### config.mk
export PLATFORM = sky130hd
export DESIGN_NAME = write_pacer
export DESIGN_NICKNAME = d
export VERILOG_FILES = /design/src/rtl/pace_pkg.sv /design/src/rtl/pace_decode.sv /design/src/rtl/pace_seq.sv /design/src/rtl/write_pacer.sv
export SDC_FILE = /design/constraint.sdc
export NUM_CORES = 1
export LEC_CHECK = 0
export BUFFER_PORTS_ARGS = -buffer_cell sky130_fd_sc_hd__buf_2
export CAP_MARGIN = 5
export CORE_UTILIZATION = 42
export CTS_CLUSTER_SIZE = 25
export DETAILED_ROUTE_END_ITERATION = 16
export HOLD_SLACK_MARGIN = 0.03
export PLACE_DENSITY_LB_ADDON = 0.1
export SLEW_MARGIN = 10
export SYNTH_ARGS = -nofsm -noshare
export SYNTH_HDL_FRONTEND = slang
export SYNTH_SLANG_ARGS = --single-unit
### constraint.sdc
create_clock -name clk -period 2 [get_ports clk]
set_input_delay 0.2 -clock clk [delete_from_list [all_inputs] [get_ports clk]]
set_output_delay 0.2 -clock clk [all_outputs]
set_load 0.01 [all_outputs]
### src/rtl/pace_pkg.sv
package pace_pkg;

   typedef enum logic [1:0] {
      ST_IDLE  = 2'd0,
      ST_GAP   = 2'd1,
      ST_DATA  = 2'd2,
      ST_SPACE = 2'd3
   } pace_state_t;

   // one pacing pattern: a run of data cycles, then idle cycles
   typedef struct packed {
      logic [1:0] run;
      logic [2:0] idle;
      logic       bad;
   } pace_pat_t;

endpackage

### src/rtl/pace_decode.sv
module pace_decode
   import pace_pkg::*;
#(
   parameter int CODE_W = 4
) (
   input  logic [CODE_W-1:0] code,
   output pace_pat_t         pat
);

   initial begin
      assert (CODE_W >= 4) else $error("pace_decode: CODE_W must hold codes 0..8");
   end

   always_comb begin
      pat = '{run: 2'd1, idle: 3'd0, bad: 1'b0};
      case (code)
         CODE_W'(0): pat = '{run: 2'd1, idle: 3'd0, bad: 1'b0};
         CODE_W'(1): pat = '{run: 2'd2, idle: 3'd1, bad: 1'b0};
         CODE_W'(2): pat = '{run: 2'd2, idle: 3'd2, bad: 1'b0};
         CODE_W'(3): pat = '{run: 2'd1, idle: 3'd1, bad: 1'b0};
         CODE_W'(4): pat = '{run: 2'd2, idle: 3'd3, bad: 1'b0};
         CODE_W'(5): pat = '{run: 2'd2, idle: 3'd4, bad: 1'b0};
         CODE_W'(6): pat = '{run: 2'd1, idle: 3'd2, bad: 1'b0};
         CODE_W'(7): pat = '{run: 2'd2, idle: 3'd6, bad: 1'b0};
         CODE_W'(8): pat = '{run: 2'd1, idle: 3'd3, bad: 1'b0};
         default:    pat = '{run: 2'd1, idle: 3'd0, bad: 1'b1};
      endcase
   end

endmodule

### src/rtl/pace_seq.sv
module pace_seq
   import pace_pkg::*;
#(
   parameter int GAP_W        = 3,
   parameter int BEATS_WIDE   = 4,
   parameter int BEATS_NARROW = 8,
   localparam int IDX_W       = $clog2(BEATS_NARROW)
) (
   input  logic             clk,
   input  logic             rst_n,
   input  logic             start,
   input  logic [GAP_W-1:0] gap,
   input  logic             narrow,
   input  pace_pat_t        pat,
   output logic             beat_vld,
   output logic [IDX_W-1:0] beat_idx,
   output logic             done,
   output logic             err
);

   localparam logic [IDX_W-1:0] LAST_WIDE   = IDX_W'(BEATS_WIDE - 1);
   localparam logic [IDX_W-1:0] LAST_NARROW = IDX_W'(BEATS_NARROW - 1);

   pace_state_t      state_q;
   logic [GAP_W-1:0] gcnt_q;
   logic [2:0]       scnt_q;
   logic [1:0]       rpos_q;
   logic [1:0]       run_q;
   logic [2:0]       idle_q;
   logic [IDX_W-1:0] beat_q;
   logic [IDX_W-1:0] last_q;
   logic             done_q;
   logic             err_q;
   logic             start_ok;

   assign start_ok = start && (state_q == ST_IDLE);

   always_ff @(posedge clk) begin
      if (!rst_n) begin
         state_q <= ST_IDLE;
         gcnt_q  <= '0;
         scnt_q  <= '0;
         rpos_q  <= '0;
         run_q   <= 2'd1;
         idle_q  <= '0;
         beat_q  <= '0;
         last_q  <= '0;
         done_q  <= 1'b0;
         err_q   <= 1'b0;
      end else begin
         done_q <= 1'b0;
         err_q  <= 1'b0;
         case (state_q)
            ST_IDLE: begin
               if (start) begin
                  if (pat.bad) begin
                     err_q <= 1'b1;
                  end else begin
                     run_q  <= pat.run;
                     idle_q <= pat.idle;
                     last_q <= narrow ? LAST_NARROW : LAST_WIDE;
                     beat_q <= '0;
                     rpos_q <= '0;
                     if (gap == '0) begin
                        state_q <= ST_DATA;
                     end else begin
                        gcnt_q  <= gap - 1'b1;
                        state_q <= ST_GAP;
                     end
                  end
               end
            end
            ST_GAP: begin
               if (gcnt_q == '0) state_q <= ST_DATA;
               else              gcnt_q  <= gcnt_q - 1'b1;
            end
            ST_DATA: begin
               if (beat_q == last_q) begin
                  state_q <= ST_IDLE;
                  done_q  <= 1'b1;
               end else begin
                  beat_q <= beat_q + 1'b1;
                  if (rpos_q == run_q - 2'd1) begin
                     rpos_q <= '0;
                     if (idle_q != '0) begin
                        scnt_q  <= idle_q - 3'd1;
                        state_q <= ST_SPACE;
                     end
                  end else begin
                     rpos_q <= rpos_q + 2'd1;
                  end
               end
            end
            ST_SPACE: begin
               if (scnt_q == '0) state_q <= ST_DATA;
               else              scnt_q  <= scnt_q - 3'd1;
            end
            default: state_q <= ST_IDLE;
         endcase
      end
   end

   assign beat_vld = (state_q == ST_DATA);
   assign beat_idx = beat_q;
   assign done     = done_q;
   assign err      = err_q;


   gap_zero_chk: assert property (@(posedge clk) disable iff (!rst_n)
      (start_ok && gap == '0 && !pat.bad) |=> (beat_vld && beat_idx == '0));


   idx_step_chk: assert property (@(posedge clk) disable iff (!rst_n)
      beat_vld |=> (!beat_vld || beat_idx == IDX_W'($past(beat_idx) + 1'b1)));


   done_after_beat_chk: assert property (@(posedge clk) disable iff (!rst_n)
      done |-> (!beat_vld && $past(beat_vld)));


   done_single_chk: assert property (@(posedge clk) disable iff (!rst_n)
      done |=> !done);


   err_quiet_chk: assert property (@(posedge clk) disable iff (!rst_n)
      err |-> (!beat_vld && !done));


   err_no_xfer_chk: assert property (@(posedge clk) disable iff (!rst_n)
      err |=> !beat_vld);


   busy_start_chk: assert property (@(posedge clk) disable iff (!rst_n)
      (start && !start_ok) |=> !err);

endmodule

### src/rtl/write_pacer.sv
module write_pacer
   import pace_pkg::*;
#(
   parameter int CODE_W       = 4,
   parameter int GAP_W        = 3,
   parameter int BEATS_WIDE   = 4,
   parameter int BEATS_NARROW = 8,
   localparam int IDX_W       = $clog2(BEATS_NARROW)
) (
   input  logic              clk,
   input  logic              rst_n,
   input  logic              start,
   input  logic [CODE_W-1:0] pat_code,
   input  logic [GAP_W-1:0]  gap,
   input  logic              narrow,
   output logic              beat_vld,
   output logic [IDX_W-1:0]  beat_idx,
   output logic              done,
   output logic              err
);

   initial begin
      assert (BEATS_WIDE >= 1 && BEATS_NARROW >= BEATS_WIDE)
         else $error("write_pacer: beat counts out of range");
      assert (GAP_W >= 1) else $error("write_pacer: GAP_W must be at least 1");
   end

   pace_pat_t pat;

   pace_decode #(.CODE_W(CODE_W)) u_dec (
      .code (pat_code),
      .pat  (pat)
   );

   pace_seq #(
      .GAP_W        (GAP_W),
      .BEATS_WIDE   (BEATS_WIDE),
      .BEATS_NARROW (BEATS_NARROW)
   ) u_seq (
      .clk      (clk),
      .rst_n    (rst_n),
      .start    (start),
      .gap      (gap),
      .narrow   (narrow),
      .pat      (pat),
      .beat_vld (beat_vld),
      .beat_idx (beat_idx),
      .done     (done),
      .err      (err)
   );

endmodule

==> impl_metrics.py, run 1 <==
metrics = {
    "timing": {
        "timing.fmax_mhz": 555.5,
        "grt_setup_unrepaired": "false",
        "hold_viol": 0,
        "worstMarginPinSlew_ns": 0.5202,
        "setup-tns-final_ns": 0,
        "finalCritPeriodShare_pct": 90.01,
        "max-slew-margin-rel_pct": 65.28,
        "final_max_slew_viol_count": 0,
        "setup_viol": 0,
        "finalCriticalPeriod_ns": 1.800,
        "fin_skew_ns": 0.005589,
    },
    "synthesis": {
        "syn_area_mm2": 0.001379,
        "synth_edf_count": 0,
        "yosysTopAreaCellShare_pct": 31.94,
        "synth_common_cells": "22 x dfxtp_1, 20 x nor2_1, 14 x nand2_1, 12 x mux2i_1, 11 x nor3_1",
        "syn_nets": 183,
        "synth_area_leader_cell": "dfxtp_1",
        "synthTopCellsByArea": "dfxtp_1 32%, mux2i_1 8.7%, ha_1 6.4%",
        "async_flop_share_pct": 0,
        "yosys.cell_types.count": 40,
        "ys_seq_elements": 22,
        "synth-main-ff-cell": "dfxtp_1",
        "yosysMostFrequentCell": "dfxtp_1",
        "seq_area_frac_synth_pct": 31.94,
        "syn_area_per_cell_um2": 8.356,
        "ys_warn_count": 0,
        "synth_cells": 165,
    },
    "power": {
        "p_per_area_mw_per_mm2": 1079,
        "netSwitchingFraction_pct": 38.58,
        "p_int_mw": 1.041,
        "irDropWorstVdd_mv": 0.4319,
        "pwr-share-clk_pct": 20.3,
        "combinationalPowerShare_pct": 43.0,
        "seqPwrFrac_pct": 36.7,
        "p_switching_uw": 654.1,
        "p_leak_nw": 0.6725,
    },
    "clocking": {
        "numClockSinks": 22,
        "numCtsBuffers": 3,
        "htree_levels": 1,
        "cts-root-buf": "clkbuf_4",
        "cts_setup_buffers": 0,
        "clock_latency_ns": 0.31,
        "clk_pin_slew_worst_paths_ns": 0.13,
        "clockBufferDepth": 2,
        "cts_tree": "yes",
    },
    "global_route": {
        "grt-ovfl-total": 0,
        "grt_pass1_vias": 1185,
        "antenna_found_initial": 0,
        "grt_max_degree": 17,
        "grt_pass1_wl_um": 5278,
        "track_usage_pct": 19.72,
    },
    "floorplanning": {
        "die_x_um": 59.30,
        "initial_core_util_pct": 44.80,
        "die_h_um": 59.30,
        "core_area_mm2": 0.003078,
        "die_area_mm2": 0.003516,
        "rows": 20,
        "io_pins": 17,
    },
    "drt": {
        "ant_nets": 0,
        "first_pass_iters": 4,
        "dr.first_iter.drc_count": 75,
        "num_vias": 1231,
        "finalWirelength_um": 3019,
        "post_drt_via_cell_ratio": 5.423,
        "route.detailed.drc": 0,
        "wl_per_cell_um": 13.30,
    },
    "critical_path": {
        "arrival_ns": 2.01,
        "end_kind": "register",
        "worstSetupPathType": "register to register",
        "startpoint_type": "register",
        "cp.required_ns": 2.21,
        "crit_path_max_fanout": 10,
    },
    "status": {
        "status": "finished clean",
    },
    "run": {
        "drv_cap": 0,
    },
    "placement": {
        "dpl_cell_area_mm2": 0.001509,
        "dp_hpwl_um": 2361,
        "io_buffers": 16,
        "gp_congestion": 0.7580,
    },
    "finish": {
        "nets": 202,
        "final_area_mm2": 0.001572,
        "drive_above_1_share_pct": 18.58,
        "n_fill_cell": 322,
        "diodes": 0,
        "syn2layout_area_growth_pct": 13.97,
    },
    "hold_path": {
        "hold_class": "primary input to register",
    },
}
stage by stage:
step	setup slack, ns	hold WS, ns	util, %	power [mW]	instances
2_1_floorplan	0.2601	0.3360	-	1.204	165
4_1_cts	0.08150	0.1121	50.73	1.698	227
5_1_grt	0.05177	0.1201	51.06	1.827	227
3_5_place_dp	0.1160	0.4673	49.02	1.345	223
6_report	0.1998	0.1286	51.06	1.695	227
3_3_place_gp	0.2157	0.4522	49.02	1.323	223
final cells by class:
| type | instances | area, um^2 | area share [%] |
|---|---|---|---|
| multi-input cells | 127 | 870.8 | 55.41 |
| repair buffers | 21 | 117.6 | 7.484 |
| inverters | 9 | 33.78 | 2.150 |
| flip-flops and latches | 22 | 441.7 | 28.11 |
| clock buffers | 3 | 22.52 | 1.433 |
| well taps | 44 | 55.05 | 3.503 |
| clock inverters | 1 | 30.03 | 1.911 |
power by group through the flow:
stage | combinational [mW] | sequential (mW) | clock (mW)
2_1_floorplan | 0.610 | 0.594 | 0
3_3_place_gp | 0.701 | 0.621 | 0
3_5_place_dp | 0.719 | 0.626 | 0
4_1_cts | 0.722 | 0.615 | 0.361
5_1_grt | 0.819 | 0.633 | 0.375
6_report | 0.730 | 0.622 | 0.344
metal layers:
metal	part of all wire [%]	GRT usage (%)	routed length, um	vias to the layer above
met5	0	0	0	-
met4	1.3	9.524	38	0
met3	3.0	2.620	90	6
met2	47	29.86	1430	21
met1	48	27.46	1460	574
li1	-	-	-	630
state kept, by name, indices dropped and copies added (netlist names):
name and cells:
u_seq.last_q 2, u_seq.done 1, u_seq.state_q 2, u_seq.beat_idx 3, u_seq.gcnt_q 3, u_seq.idle_q 3
u_seq.scnt_q 3, u_seq.rpos_q 2, u_seq.run_q 2, u_seq.err 1
placed cells by master, fill, tap and decap left out, drive strengths merged, types with 2 or more instances in the layout:
cell type,Yosys,routed
xor2,4,4
buf,3,21
nand2,14,14
mux2i,12,12
a211oi,6,6
nor3,11,11
nand3,4,4
o22ai,3,3
clkbuf,4,3
a21oi,8,8
nor2b,2,2
o21ai,8,8
nor2,21,21
inv,9,9
ha,7,7
dfxtp,22,22
nand3b,2,2
nand2b,3,3
a211o,2,2
o211ai,5,5
nor4b,2,2
timing repair:
item,CTS,global route
gates resized for setup,0,3
hold buffers,0,0
endpoints found under the setup margin,0,1
critical path, stage by stage (launching register included):
cell,delay (ns)
dfxtp_1,0.40
or2_1,0.40
a211o_4,0.42
a2111oi_4,0.37
o21ai_1,0.11
kinds of logic after synthesis:
family	after synthesis	share of synthesized area, %
mux	13	9.528
simple gates	63	21.78
fa+ha+maj	7	6.352
flops	22	31.94
buf+inv	16	5.534
compound gates	40	22.32
xor+xnor	4	2.541
worst paths after layout:
kind                          from              end  slack [ns]  cells past startpoint
setup reg to reg  u_seq.state_q[0]   u_seq.run_q[0]        0.20                      4
hold / removal              narrow  u_seq.last_q[2]        0.13                      3
setup / recovery  u_seq.state_q[0]   u_seq.run_q[0]        0.20                      4
hold reg to reg    u_seq.scnt_q[1]  u_seq.scnt_q[1]        0.49                      2
Note: power is estimated with default switching activity, not from simulation.
==> run 2, diff against run 1 <==
SYNTH_HIERARCHICAL = 1   (was default)
==> run 2 against run 1 <==
Effect of this change: power is 27% lower; register-to-register slack worse by 0.04 ns; non-clock buffer count stayed put; fmax is 2.4% lower; via count is 5.7% lower; flip-flop and latch count stayed put; die area is 2.9% lower; worst hold slack worse by 0.0060 ns; critical path type unchanged; worst setup slack worse by 0.044 ns.
==> impl_metrics.py, run 2 <==
metrics = {
    "clocking": {
        "clockBufferDepth": 2,
        "cts-root-buf": "clkbuf_4",
        "clk_pin_slew_worst_paths_ns": 0.12,
        "hold_buffers": 0,
        "cts_tree": "yes",
        "clock_latency_ns": 0.30,
        "numClockSinks": 22,
        "cts_resized": 0,
        "htree_levels": 1,
        "numCtsBuffers": 3,
        "cts_setup_buffers": 0,
    },
    "floorplanning": {
        "initial_core_util_pct": 44.17,
        "rows": 20,
        "die_area_mm2": 0.003414,
        "core_area_mm2": 0.003028,
        "die_x_um": 58.43,
        "die_h_um": 58.43,
        "io_pins": 17,
    },
    "drt": {
        "post_drt_via_cell_ratio": 5.183,
        "num_vias": 1161,
        "wl_per_cell_um": 12.25,
        "route.detailed.drc": 0,
        "finalWirelength_um": 2744,
        "first_pass_iters": 4,
        "ant_nets": 0,
        "dr.first_iter.drc_count": 43,
    },
    "timing": {
        "final_max_slew_viol_count": 0,
        "setup-tns-final_ns": 0,
        "timing.fmax_mhz": 542.3,
        "hold_viol": 0,
        "worstMarginPinSlew_ns": 0.5307,
        "setup_viol": 0,
        "fin_skew_ns": 0.003095,
        "max-slew-margin-rel_pct": 64.40,
        "finalCritPeriodShare_pct": 92.20,
        "grt_setup_unrepaired": "false",
        "finalCriticalPeriod_ns": 1.844,
    },
    "synthesis": {
        "async_flop_share_pct": 0,
        "yosys.cell_types.count": 46,
        "synthTopCellsByArea": "dfxtp_1 33%, ha_1 6.5%, nand2_1 6.2%",
        "syn_area_mm2": 0.001338,
        "synth_common_cells": "22 x dfxtp_1, 22 x nand2_1, 16 x nor2_1, 12 x a21oi_1, 8 x mux2i_1",
        "synthAdderAreaFrac_pct": 6.548,
        "synth_edf_count": 0,
        "synth_cells": 162,
        "ys_seq_elements": 22,
        "ys_warn_count": 6,
        "muxShareOfSynthArea_pct": 5.987,
        "seq_area_frac_synth_pct": 32.93,
        "synth-compound-area-share_pct": 23.11,
        "synth_simple_gate_area_share_pct": 23.20,
        "synth_xor_area_share_pct": 2.619,
        "syn_nets": 180,
        "synth_area_leader_cell": "dfxtp_1",
        "synth_top_family_by_area": "simple AND/OR/NAND/NOR gates",
        "synth-main-ff-cell": "dfxtp_1",
        "syn_area_per_cell_um2": 8.256,
        "yosysTopAreaCellShare_pct": 32.93,
    },
    "power": {
        "p_per_area_mw_per_mm2": 829.8,
        "irDropWorstVdd_mv": 0.2739,
        "p_leak_nw": 0.6719,
    },
    "finish": {
        "nets": 200,
        "drive_above_1_share_pct": 16.11,
        "finish.utilization_pct": 49.13,
        "diodes": 0,
        "syn2layout_area_growth_pct": 11.23,
        "mostFrequentLayoutCells": "22 x nand2_1, 22 x dfxtp_1, 16 x buf_2, 16 x nor2_1, 12 x a21oi_1",
    },
    "global_route": {
        "grt-ovfl-total": 0,
        "antenna_found_initial": 0,
        "grt_pass1_vias": 1090,
        "grt_max_degree": 18,
        "grt_pass1_wl_um": 4671,
        "track_usage_pct": 17.90,
    },
    "placement": {
        "gp_congestion": 0.7922,
        "io_buffers": 16,
        "dp_hpwl_um": 2082,
    },
    "critical_path": {
        "startpoint_type": "register",
        "worstSetupPathType": "register to register",
        "end_kind": "register",
        "critPathBufInv": 0,
        "cp_top_family": "compound AO/OA/AOI/OAI gates",
        "cp_cell_sequence": "nand2_1 > mux2i_1 > ha_1 > nor2_1 > o311a_1 > a211o_1",
        "slowest_stage": "dfxtp_1",
        "cp.required_ns": 2.21,
        "crit_path_max_fanout": 8,
        "critPathMaxStageDelay_ns": 0.49,
        "arrival_ns": 2.05,
    },
    "status": {
        "status": "finished clean",
    },
    "hold_path": {
        "hold_class": "primary input to register",
    },
    "run": {
        "drv_cap": 0,
    },
}
run 2: layer usage:
layer  share of wire [%]  track usage, %  wire, um
met2                  47           30.38      1276
met1                  50           22.69      1366
met4                 1.3           8.503        35
met3                 2.4           1.978        65
met5                   0               0         0
run 2: logic make-up after synthesis:
logic type,Yosys count
muxes,8
and+or+nand+nor,64
adders and majority gates,7
xor gates and xnor gates,4
DFF,22
AOI/OAI and AO/OA,43
buffers and inverters,14
run 2: power by group:
part           total [mW]  leakage (nW)  internal [mW]  switching (mW)
Clock               0.203        0.0138         0.0702           0.133
Combinational       0.472         0.479          0.201           0.271
Sequential          0.559         0.179          0.499          0.0598
run 2: worst paths after layout:
| path | startpoint | to | slack [ns] | cells past startpoint |
|---|---|---|---|---|
| worst min-delay path | narrow | u_seq/last_q[2] | 0.12 | 3 |
| worst max register to register | u_seq/state_q[1] | u_seq/scnt_q[2] | 0.16 | 6 |
| worst min register to register | u_seq/last_q[2] | u_seq/last_q[2] | 0.48 | 2 |
| worst max-delay path | u_seq/state_q[1] | u_seq/scnt_q[2] | 0.16 | 6 |
run 2: layout make-up:
type | count | area (um^2)
inverter | 8 | 30.03
clock buffer | 3 | 22.52
timing repair buffer | 21 | 117.6
fill | 297 | 1540
multi-input combinational | 126 | 822.0
tap | 44 | 55.05
sequential | 22 | 440.4
run 2: worst register-to-register path, cell delays in order (launching register included):
cell     delay, ns
dfxtp_1       0.49
nand2_1       0.21
mux2i_1       0.24
ha_1          0.23
nor2_1        0.07
o311a_1       0.29
a211o_1       0.22
run 2: per-stage QoR:
step                      area [um^2]  hold slack, ns  power (mW)  std cells  worst slack [ns]
after global placement           1465          0.4425       1.024        221            0.2535
final                            1488          0.1226       1.235        224            0.1560
after CTS                        1488          0.1106       1.246        224            0.1654
after global routing             1488         0.09633       1.328        224          0.006762
after detailed placement         1465          0.4505       1.039        221            0.1921
after floorplan                  1338          0.3360      0.9136        162            0.3170
==> run 3, diff against run 2 <==
CELL_PAD_IN_SITES_DETAIL_PLACEMENT = 0   (was default)
CELL_PAD_IN_SITES_GLOBAL_PLACEMENT = 1   (was default)
==> run 3 against run 2 <==
Effect of this change: power is 4.5% higher; sequential share of layout area shrank 0.21 points; largest cell class unchanged; via count grew 0.78%; clock power up 22%; combinational power is 2% higher; core utilization increased by 0.50 points; worst hold slack gained 0.0041 ns; final cell count up 0.45%.
==> impl_metrics.py, run 3 (synthesized netlist as in run 2, its figures left out) <==
metrics = {
    "status": {
        "status": "finished clean",
    },
    "floorplanning": {
        "die_h_um": 58.43,
        "core_area_mm2": 0.003028,
        "die_area_mm2": 0.003414,
        "die_x_um": 58.43,
        "io_pins": 17,
        "initial_core_util_pct": 44.17,
        "rows": 20,
    },
    "critical_path": {
        "cp.required_ns": 2.21,
        "crit_path_max_fanout": 8,
        "r2r_end": "u_seq/scnt_q[2]",
        "worstSetupPathType": "register to register",
        "r2r-start": "u_seq/state_q[1]",
        "critPathBufInv": 0,
        "r2r_slack_ns": 0.25,
        "slowest_stage": "dfxtp_2",
        "reg2regPathDepth": 6,
        "arrival_ns": 1.95,
        "critPathMaxStageDelay_ns": 0.43,
        "end_kind": "register",
        "startpoint_type": "register",
        "cp_cell_sequence": "nand2_1 > mux2i_1 > ha_1 > nor2_1 > o311a_1 > a211o_1",
        "cp_top_family": "compound AO/OA/AOI/OAI gates",
    },
    "drt": {
        "route.detailed.drc": 0,
        "post_drt_via_cell_ratio": 5.200,
        "ant_nets": 0,
        "finalWirelength_um": 2790,
        "num_vias": 1170,
        "wl_per_cell_um": 12.40,
        "dr.first_iter.drc_count": 42,
        "first_pass_iters": 4,
    },
    "clocking": {
        "hold_buffers": 0,
        "clk_pin_slew_worst_paths_ns": 0.12,
        "htree_levels": 1,
        "numClockSinks": 22,
        "clock_latency_ns": 0.31,
        "cts_tree": "yes",
        "numCtsBuffers": 3,
        "cts-root-buf": "clkbuf_4",
        "clockBufferDepth": 2,
    },
    "timing": {
        "fin_ws_ns": 0.2546,
        "max-slew-margin-rel_pct": 66.78,
        "final_max_slew_viol_count": 0,
        "fin_skew_ns": 0.008295,
        "hold_viol": 0,
        "setup_viol": 0,
        "worstMarginPinSlew_ns": 0.4953,
        "setup-tns-final_ns": 0,
        "finalCritPeriodShare_pct": 87.27,
        "timing.fmax_mhz": 572.9,
        "finalCriticalPeriod_ns": 1.745,
        "grt_setup_unrepaired": "false",
    },
    "placement": {
        "gp_congestion": 0.7798,
        "dp_hpwl_um": 2137,
        "io_buffers": 16,
        "dp_slack_ns": 0.1734,
    },
    "finish": {
        "syn2layout_area_growth_pct": 12.35,
        "drive_above_1_share_pct": 17.13,
        "final_common_cell": "nand2_1",
        "n_fill_cell": 294,
        "nets": 200,
        "mostFrequentLayoutCells": "22 x nand2_1, 21 x dfxtp_1, 16 x buf_2, 16 x nor2_1, 12 x a21oi_1",
        "diodes": 0,
    },
    "power": {
        "irDropWorstVdd_mv": 0.3127,
        "p_per_area_mw_per_mm2": 858.2,
        "finalPower_mw": 1.290,
        "p_leak_nw": 0.6796,
    },
    "global_route": {
        "antenna_found_initial": 0,
        "grt_pass1_vias": 1104,
        "grt-ovfl-total": 0,
        "track_usage_pct": 18.12,
        "grt_max_degree": 18,
        "grt_pass1_wl_um": 4719,
    },
    "hold_path": {
        "hold_class": "primary input to register",
        "hold_path_depth": 3,
        "hp-start": "narrow",
        "min_to": "u_seq/last_q[2]",
    },
    "run": {
        "drv_cap": 0,
    },
}
run 3: cell count changes in the layout (fill, tap and decap cells not counted):
cell      before  now
clkbuf_8       0    1
dfxtp_1       22   21
dfxtp_2        0    1
run 3: through the flow:
stage	cells	util, %	instance area [um^2]	hold slack [ns]
3_3_place_gp	221	48.39	1465	0.4549
4_1_cts	225	49.59	1501	0.1156
6_report	225	49.63	1503	0.1267
3_5_place_dp	221	48.39	1465	0.4567
2_1_floorplan	162	-	1338	0.3360
5_1_grt	225	49.63	1503	0.1308
run 3: layout make-up:
cell class / instances / area [um^2] / share of cell area [%]
clock buffers: 4 / 36.28 / 2.415
flip-flops and latches: 22 / 441.7 / 29.39
repair buffers: 21 / 117.6 / 7.827
well taps: 44 / 55.05 / 3.664
multi-input cells: 126 / 822.0 / 54.70
inverters: 8 / 30.03 / 1.998
run 3: how the worst max path moves through the flow:
stage | from | end | depth (start not counted)
after floorplan | u_seq/state_q[0] | u_seq/scnt_q[2] | 7
after global placement | u_seq/state_q[1] | u_seq/scnt_q[2] | 6
after detailed placement | u_seq/state_q[1] | u_seq/scnt_q[2] | 6
after CTS | u_seq/state_q[1] | u_seq/scnt_q[2] | 6
after global routing | u_seq/state_q[1] | u_seq/scnt_q[2] | 6
final | u_seq/state_q[1] | u_seq/scnt_q[2] | 6
run 3: routing by layer:
metal / share of wire, % / vias up / wire [um] / GRT usage, %
met2: 46 / 30 / 1289 / 30.71
met4: 1.3 / 0 / 36 / 8.503
li1: - / 609 / - / -
met5: 0 / - / 0 / 0
met3: 3.9 / 4 / 109 / 2.857
met1: 49 / 527 / 1355 / 22.52
run 3: where the power goes:
group          internal [mW]  switching [mW]
Clock                  0.111           0.136
Sequential             0.501          0.0606
Combinational          0.206           0.274
run 3: worst register-to-register path, cell delays in order, from the launching register on:
cell,delay (ns)
dfxtp_2,0.43
nand2_1,0.17
mux2i_1,0.23
ha_1,0.24
nor2_1,0.07
o311a_1,0.29
a211o_1,0.22
run 3: timing repair:
action | 4_1_cts | 5_1_grt
endpoints found under the hold margin | 0 | 0
buffers inserted | 0 | 0
setup endpoints to repair | 0 | 1
gates resized for setup | 0 | 1
